File: config.mk
export PLATFORM = sky130hd
export DESIGN_NAME = sfwd_lookup
export DESIGN_NICKNAME = d
export VERILOG_FILES = /design/src/rtl/sfwd_pkg.sv /design/src/rtl/sfwd_store_table.sv /design/src/rtl/sfwd_match.sv /design/src/rtl/sfwd_lane_pick.sv /design/src/rtl/sfwd_lookup.sv
export SDC_FILE = /design/constraint.sdc
export NUM_CORES = 2
export LEC_CHECK = 0
export BUFFER_PORTS_ARGS = -buffer_cell sky130_fd_sc_hd__buf_2
export CORE_MARGIN = 2
export CORE_UTILIZATION = 50
export DETAILED_ROUTE_END_ITERATION = 8
export HOLD_SLACK_MARGIN = 0.06
export PLACE_DENSITY = 0.75
export SLEW_MARGIN = 0
export SYNTH_ARGS = -nofsm -noshare
export SYNTH_HDL_FRONTEND = slang
export SYNTH_SLANG_ARGS = --single-unit
File: constraint.sdc
create_clock -name clk -period 4.1 [get_ports clk]
set_input_delay 0.205 -clock clk [delete_from_list [all_inputs] [get_ports clk]]
set_output_delay 0.205 -clock clk [all_outputs]
set_load 0.01 [all_outputs]
File: src/rtl/sfwd_pkg.sv
package sfwd_pkg;
    localparam int unsigned SF_ENTRIES = 8;
    localparam int unsigned SF_BYTES   = 16;
    localparam int unsigned SF_VA_W    = 32;
    localparam int unsigned SF_PA_W    = 32;
endpackage

File: src/rtl/sfwd_store_table.sv
module sfwd_store_table #(
    parameter int unsigned NENT = sfwd_pkg::SF_ENTRIES,
    parameter int unsigned NB   = sfwd_pkg::SF_BYTES,
    parameter int unsigned VA_W = sfwd_pkg::SF_VA_W,
    parameter int unsigned PA_W = sfwd_pkg::SF_PA_W,
    localparam int unsigned IW  = $clog2(NENT)
) (
    input  logic                           clk,
    input  logic                           rst_n,
    input  logic                           aw_en,
    input  logic [IW-1:0]                  aw_idx,
    input  logic [VA_W-1:0]                aw_va,
    input  logic [PA_W-1:0]                aw_pa,
    input  logic [NB-1:0]                  aw_mask,
    input  logic                           dw_en,
    input  logic [IW-1:0]                  dw_idx,
    input  logic [NB*8-1:0]                dw_data,
    input  logic                           fr_en,
    input  logic [IW-1:0]                  fr_idx,
    output logic [NENT-1:0]                ent_av,
    output logic [NENT-1:0]                ent_dv,
    output logic [NENT-1:0][VA_W-1:0]      ent_va,
    output logic [NENT-1:0][PA_W-1:0]      ent_pa,
    output logic [NENT-1:0][NB-1:0]        ent_msk,
    output logic [NENT-1:0][NB*8-1:0]      ent_dat
);
    typedef struct packed {
        logic [NENT-1:0]           av;
        logic [NENT-1:0]           dv;
        logic [NENT-1:0][VA_W-1:0] va;
        logic [NENT-1:0][PA_W-1:0] pa;
        logic [NENT-1:0][NB-1:0]   msk;
        logic [NENT-1:0][NB*8-1:0] dat;
    } tbl_t;

    tbl_t tbl_d, tbl_q;

    always_comb begin
        tbl_d = tbl_q;
        if (aw_en) begin
            tbl_d.va[aw_idx]  = aw_va;
            tbl_d.pa[aw_idx]  = aw_pa;
            tbl_d.msk[aw_idx] = aw_mask;
            tbl_d.av[aw_idx]  = 1'b1;
        end
        if (dw_en) begin
            tbl_d.dat[dw_idx] = dw_data;
            tbl_d.dv[dw_idx]  = 1'b1;
        end
        if (fr_en) begin
            tbl_d.av[fr_idx] = 1'b0;
            tbl_d.dv[fr_idx] = 1'b0;
        end
    end

    always_ff @(posedge clk) begin
        if (!rst_n) tbl_q <= '0;
        else        tbl_q <= tbl_d;
    end

    assign ent_av  = tbl_q.av;
    assign ent_dv  = tbl_q.dv;
    assign ent_va  = tbl_q.va;
    assign ent_pa  = tbl_q.pa;
    assign ent_msk = tbl_q.msk;
    assign ent_dat = tbl_q.dat;


    free_clears_chk: assert property (@(posedge clk) disable iff (!rst_n)
        fr_en |=> (!ent_av[$past(fr_idx)] && !ent_dv[$past(fr_idx)]));


    addr_write_sets_chk: assert property (@(posedge clk) disable iff (!rst_n)
        (aw_en && !(fr_en && fr_idx == aw_idx)) |=> ent_av[$past(aw_idx)]);
endmodule

File: src/rtl/sfwd_match.sv
module sfwd_match #(
    parameter int unsigned NENT = sfwd_pkg::SF_ENTRIES,
    parameter int unsigned NB   = sfwd_pkg::SF_BYTES,
    parameter int unsigned VA_W = sfwd_pkg::SF_VA_W,
    parameter int unsigned PA_W = sfwd_pkg::SF_PA_W,
    localparam int unsigned OFF_W = $clog2(NB)
) (
    input  logic                      ld_valid,
    input  logic [VA_W-1:0]           ld_va,
    input  logic [PA_W-1:0]           ld_pa,
    input  logic [NB-1:0]             ld_mask,
    input  logic [NENT-1:0]           ld_older,
    input  logic [NENT-1:0]           ent_av,
    input  logic [NENT-1:0][VA_W-1:0] ent_va,
    input  logic [NENT-1:0][PA_W-1:0] ent_pa,
    input  logic [NENT-1:0][NB-1:0]   ent_msk,
    output logic [NENT-1:0]           vhit,
    output logic [NENT-1:0]           phit,
    output logic [NENT-1:0]           unknown
);
    for (genvar i = 0; i < NENT; i++) begin : g_ent
        logic live;
        logic overlap;
        assign live       = ld_valid & ld_older[i];
        assign overlap    = |(ent_msk[i] & ld_mask);
        assign vhit[i]    = live & ent_av[i] & overlap &
                            (ent_va[i][VA_W-1:OFF_W] == ld_va[VA_W-1:OFF_W]);
        assign phit[i]    = live & ent_av[i] & overlap &
                            (ent_pa[i][PA_W-1:OFF_W] == ld_pa[PA_W-1:OFF_W]);
        assign unknown[i] = live & ~ent_av[i];
    end
endmodule

File: src/rtl/sfwd_lane_pick.sv
module sfwd_lane_pick #(
    parameter int unsigned NENT = sfwd_pkg::SF_ENTRIES,
    parameter int unsigned NB   = sfwd_pkg::SF_BYTES,
    localparam int unsigned IW  = $clog2(NENT)
) (
    input  logic [NENT-1:0]           phit,
    input  logic [NB-1:0]             ld_mask,
    input  logic [NENT-1:0]           ent_dv,
    input  logic [NENT-1:0][NB-1:0]   ent_msk,
    input  logic [NENT-1:0][NB*8-1:0] ent_dat,
    output logic [NB-1:0]             fmask,
    output logic [NB*8-1:0]           fdata,
    output logic [NENT-1:0]           pend
);
    logic [NENT-1:0] lane_wait [NB];

    for (genvar j = 0; j < NB; j++) begin : g_lane
        logic          hit;
        logic [IW-1:0] win;
        always_comb begin
            hit = 1'b0;
            win = '0;
            for (int i = 0; i < NENT; i++) begin
                if (phit[i] && ent_msk[i][j] && ld_mask[j]) begin
                    hit = 1'b1;
                    win = IW'(i);
                end
            end
        end
        assign fmask[j]         = hit & ent_dv[win];
        assign fdata[8*j +: 8]  = fmask[j] ? ent_dat[win][8*j +: 8] : 8'h00;
        assign lane_wait[j]     = (hit & ~ent_dv[win]) ? (NENT'(1) << win) : '0;
    end

    always_comb begin
        pend = '0;
        for (int j = 0; j < NB; j++) pend = pend | lane_wait[j];
    end
endmodule

File: src/rtl/sfwd_lookup.sv
module sfwd_lookup #(
    parameter int unsigned NENT = sfwd_pkg::SF_ENTRIES,
    parameter int unsigned NB   = sfwd_pkg::SF_BYTES,
    parameter int unsigned VA_W = sfwd_pkg::SF_VA_W,
    parameter int unsigned PA_W = sfwd_pkg::SF_PA_W,
    localparam int unsigned IW  = $clog2(NENT)
) (
    input  logic             clk,
    input  logic             rst_n,
    input  logic             aw_en,
    input  logic [IW-1:0]    aw_idx,
    input  logic [VA_W-1:0]  aw_va,
    input  logic [PA_W-1:0]  aw_pa,
    input  logic [NB-1:0]    aw_mask,
    input  logic             dw_en,
    input  logic [IW-1:0]    dw_idx,
    input  logic [NB*8-1:0]  dw_data,
    input  logic             fr_en,
    input  logic [IW-1:0]    fr_idx,
    input  logic             ld_valid,
    input  logic [VA_W-1:0]  ld_va,
    input  logic [PA_W-1:0]  ld_pa,
    input  logic [NB-1:0]    ld_mask,
    input  logic [NENT-1:0]  ld_older,
    output logic [NB-1:0]    fast_fwd_mask,
    output logic             fast_data_inv,
    output logic [NB-1:0]    fwd_mask,
    output logic [NB*8-1:0]  fwd_data,
    output logic             data_inv,
    output logic [IW-1:0]    data_inv_idx,
    output logic             addr_inv,
    output logic [IW-1:0]    addr_inv_idx,
    output logic             match_inv
);
    typedef struct packed {
        logic [NB-1:0]   fmask;
        logic [NB*8-1:0] fdata;
        logic            dinv;
        logic [IW-1:0]   didx;
        logic            ainv;
        logic [IW-1:0]   aidx;
        logic            minv;
    } res_t;

    logic [NENT-1:0]           ent_av, ent_dv;
    logic [NENT-1:0][VA_W-1:0] ent_va;
    logic [NENT-1:0][PA_W-1:0] ent_pa;
    logic [NENT-1:0][NB-1:0]   ent_msk;
    logic [NENT-1:0][NB*8-1:0] ent_dat;
    logic [NENT-1:0]           vhit, phit, unknown, pend;
    logic [NB-1:0]             pick_mask;
    logic [NB*8-1:0]           pick_data;
    res_t                      res_d, res_q;

    sfwd_store_table #(.NENT(NENT), .NB(NB), .VA_W(VA_W), .PA_W(PA_W)) u_table (
        .clk(clk), .rst_n(rst_n),
        .aw_en(aw_en), .aw_idx(aw_idx), .aw_va(aw_va), .aw_pa(aw_pa), .aw_mask(aw_mask),
        .dw_en(dw_en), .dw_idx(dw_idx), .dw_data(dw_data),
        .fr_en(fr_en), .fr_idx(fr_idx),
        .ent_av(ent_av), .ent_dv(ent_dv), .ent_va(ent_va), .ent_pa(ent_pa),
        .ent_msk(ent_msk), .ent_dat(ent_dat)
    );

    sfwd_match #(.NENT(NENT), .NB(NB), .VA_W(VA_W), .PA_W(PA_W)) u_match (
        .ld_valid(ld_valid), .ld_va(ld_va), .ld_pa(ld_pa), .ld_mask(ld_mask),
        .ld_older(ld_older), .ent_av(ent_av), .ent_va(ent_va), .ent_pa(ent_pa),
        .ent_msk(ent_msk), .vhit(vhit), .phit(phit), .unknown(unknown)
    );

    sfwd_lane_pick #(.NENT(NENT), .NB(NB)) u_pick (
        .phit(phit), .ld_mask(ld_mask), .ent_dv(ent_dv), .ent_msk(ent_msk),
        .ent_dat(ent_dat), .fmask(pick_mask), .fdata(pick_data), .pend(pend)
    );

    always_comb begin
        res_d       = '0;
        res_d.fmask = pick_mask;
        res_d.fdata = pick_data;
        res_d.dinv  = |pend;
        res_d.ainv  = |unknown;
        res_d.minv  = |(vhit ^ phit);
        for (int i = 0; i < NENT; i++) begin
            if (pend[i])    res_d.didx = IW'(i);
            if (unknown[i]) res_d.aidx = IW'(i);
        end
    end

    always_ff @(posedge clk) begin
        if (!rst_n) res_q <= '0;
        else        res_q <= res_d;
    end

    assign fast_fwd_mask = res_d.fmask;
    assign fast_data_inv = res_d.dinv;
    assign fwd_mask      = res_q.fmask;
    assign fwd_data      = res_q.fdata;
    assign data_inv      = res_q.dinv;
    assign data_inv_idx  = res_q.didx;
    assign addr_inv      = res_q.ainv;
    assign addr_inv_idx  = res_q.aidx;
    assign match_inv     = res_q.minv;


    idle_quiet_chk: assert property (@(posedge clk) disable iff (!rst_n)
        !ld_valid |-> (fast_fwd_mask == '0 && !fast_data_inv));


    stage_pipe_chk: assert property (@(posedge clk) disable iff (!rst_n)
        rst_n |=> (fwd_mask == $past(fast_fwd_mask) && data_inv == $past(fast_data_inv)));


    mask_subset_chk: assert property (@(posedge clk) disable iff (!rst_n)
        rst_n |=> ((fwd_mask & ~$past(ld_mask)) == '0));


    dinv_window_chk: assert property (@(posedge clk) disable iff (!rst_n)
        fast_data_inv |-> (ld_valid && ld_older[res_d.didx]));


    ainv_window_chk: assert property (@(posedge clk) disable iff (!rst_n)
        res_d.ainv |-> (ld_valid && ld_older[res_d.aidx] && !ent_av[res_d.aidx]));
endmodule

==> results.toml <==
[run_status]
outcome = "complete, but fails checks"
violations = "negative setup slack"

[layout]
syn2layout_area_growth_pct = 28.9
drive_above_1_share = 0.220
stdcell_area_sq_mm = 0.106
instances_no_fill = 14400
layout_common_cells = "3576 x nand2_1, 1806 x a21oi_1, 1760 x dfxtp_1"
multiInputGateArea_sq_mm = 0.0449
post-route-util = 0.650
final_common_cell = "nand2_1"
nFillCells = 13600
finalNetCount = 12400
regArea_sq_mm = 0.0354

[grt]
grt_max_degree = 148
antenna_found_initial = 25
grt_pass1_vias = 82200
grt_usage = 0.420
overflow = 0
grt_pass1_wl_um = 533000

[timing]
finalMaxSlewViolations = 0
finalSetupViolCount = 89
fin_setup_tns_ps = -28870
layout_min_cycle_time_ps = 5960
fin_crit_sh = 1.45
fmax_mhz = 168
tightest_slew_ps = 1160
final_hold_viol_count = 0
relSlewSlack = 0.224
fin_ws_ps = -1860
fin_hold_ws_ps = 123
rsz0062_at_grt = "true"
finClkSkew_ps = 42.6

[clock_network]
clk_transition_reported_paths_ps = 60
cts_tree = "built"
cts_sinks = 1769
clkLatencyLatePin_ps = 860
root_buffer = "clkbuf_16"
clock_path_buffers = 3
numCtsBuffers = 183
h-tree-depth = 4

[synth]
synth_edf_count = 0
syn_avg_cell_area_sq_um = 7.58
yosysWarnings = 0
synth_seq_area_share = 0.430
syn_area_sq_mm = 0.0823
ys_async_sr_fraction = 0
ys.flop_type = "dfxtp_1"
ys_ff_latch = 1769
syn_nets = 11200
yosysUniqueCellTypes = 97
syn_inst = 10900

[critical_path]
endpoint_kind = "output port"
crit_required_ps = 3890
startpoint_type = "flop"
cp_max_fo = 6
arrival_ps = 5760
criticalPathCategory = "reg -> out"

[route]
detail_route.wl_per_cell_um = 25.6
vias = 86700
antenna_left = 0
drtIter0Drc = 10800
firstDrtPassIters = 9
post_drt_via_cell_ratio = 6.02
drc = 0
drt-total-wl_um = 369000

[pwr]
ir_drop_v = 0.000464
p_leak_nw = 39.9
powerDensity_mw_per_mm2 = 357
power_mw = 37.8

[floorplanning]
dieArea_sq_mm = 0.168
fp.dieH_um = 410
row_count = 148
initial_core_util = 0.504
io_pins = 481
dieWidth_um = 410
core-area_sq_mm = 0.163

[placed_design]
dp_hpwl_um = 249000
place_inst = 13800
placed_cell_area_sq_mm = 0.0940
portBuffers = 464
gp_congestion = 1.04
dp_slack_ps = -1540

[flow_run]
maxCapViolCount = 0

[hold_path]
hold_path_class = "in -> reg"
-- worst max-delay path: stages, from the launching register on --
cell and delay [ps]:
dfxtp_1 320, xor2_1 180, nor4_2 350, buf_4 180, nand4_1 350, buf_12 280
buf_12 130, nor3_4 230, buf_12 190, a22oi_2 100, a21oi_2 150, buf_4 140
nor3_4 40, a21o_1 200, a311oi_4 340, a41oi_2 240, or4_4 610, nor2_4 90
nand4_1 340, buf_4 290, buf_6 110
-- kinds of logic (layout without fill, tap and decap cells) --
kind of cell	count (synthesis)	count (layout)	share of synthesized area
compound gates	2476	2476	0.170
xor+xnor	458	458	0.0488
buf+inv	1051	2408	0.0569
flops	1769	1769	0.430
mux	520	520	0.0655
other cells	0	15	0
simple gates	4581	4583	0.229
-- synthesized netlist by cell type, types with 15 or more instances --
| cell | n | area (sq um) |
|---|---|---|
| a211oi_1 | 103 | 773 |
| inv_1 | 46 | 173 |
| clkbuf_1 | 673 | 2530 |
| a22oi_1 | 64 | 480 |
| mux2i_1 | 376 | 3760 |
| a221oi_1 | 20 | 175 |
| nand3_1 | 103 | 515 |
| nor2_1 | 336 | 1260 |
| o32ai_1 | 17 | 149 |
| buf_4 | 146 | 1100 |
| a31oi_1 | 36 | 225 |
| o21ai_0 | 90 | 450 |
| and2_1 | 25 | 156 |
| a211o_1 | 16 | 140 |
| nor3_1 | 65 | 325 |
| nand4_1 | 107 | 669 |
| a21oi_1 | 1859 | 9300 |
| buf_1 | 55 | 206 |
| mux2_2 | 144 | 1620 |
| buf_2 | 56 | 280 |
| nand2_1 | 3606 | 13500 |
| o211ai_1 | 57 | 428 |
| dfxtp_1 | 1769 | 35400 |
| o22ai_1 | 21 | 131 |
| nand2b_1 | 15 | 93.8 |
| nor4_1 | 129 | 807 |
| xor2_1 | 309 | 2710 |
| xnor2_1 | 149 | 1310 |
| clkbuf_2 | 69 | 345 |
| nor2b_1 | 60 | 375 |
| or3_1 | 15 | 93.8 |
| and3_1 | 32 | 200 |
-- layer usage --
layer	up-vias	track usage	share of wire
met3	1057	0.0922	0.11
met5	-	0	0.00030
li1	38800	-	-
met4	14	0.205	0.055
met2	5219	0.642	0.44
met1	41700	0.560	0.40
-- report_power, final --
part / internal (mW) / switching, mW
Sequential: 17.5 / 0.208
Clock: 9.74 / 7.19
Combinational: 1.06 / 2.12
-- sequential cells by signal, summed over array words and instances, names as in the netlist --
signal           count
u_table.ent_dat   1024
u_table.ent_pa     224
u_table.ent_va     224
fwd_data           128
u_table.ent_msk    128
fwd_mask            16
u_table.ent_av       8
u_table.ent_dv       8
addr_inv_idx         3
data_inv_idx         3
addr_inv             1
data_inv             1
match_inv            1
-- layout make-up --
cell class	instances	share of cell area
Multi-Input combinational cell	8037	0.423
Sequential cell	1769	0.334
Timing Repair Buffer	2038	0.158
Clock buffer	270	0.0503
Tap cell	2175	0.0257
Clock inverter	52	0.00629
Inverter	48	0.00182
Antenna cell	15	0.000354
-- worst paths after layout --
check / slack, ps / endpoint / start / cells past startpoint
min: 120 / addr_inv_idx[1] / ld_older[2] / 5
min reg2reg: 450 / u_table.ent_dat[721] / u_table.ent_dat[721] / 2
max: -1860 / fast_data_inv / u_table.ent_pa[137] / 20
max reg2reg: -980 / data_inv / u_table.ent_pa[137] / 20
-- what timing repair did --
action,in CTS,in global routing
hold buffers,216,0
hold endpoints to repair,1620,0
pin swaps,83,100
setup buffers,59,48
cloned,9,6
endpoints found under the setup margin,158,160
gates resized for setup,296,343
Power figures use the tool's default switching activity.
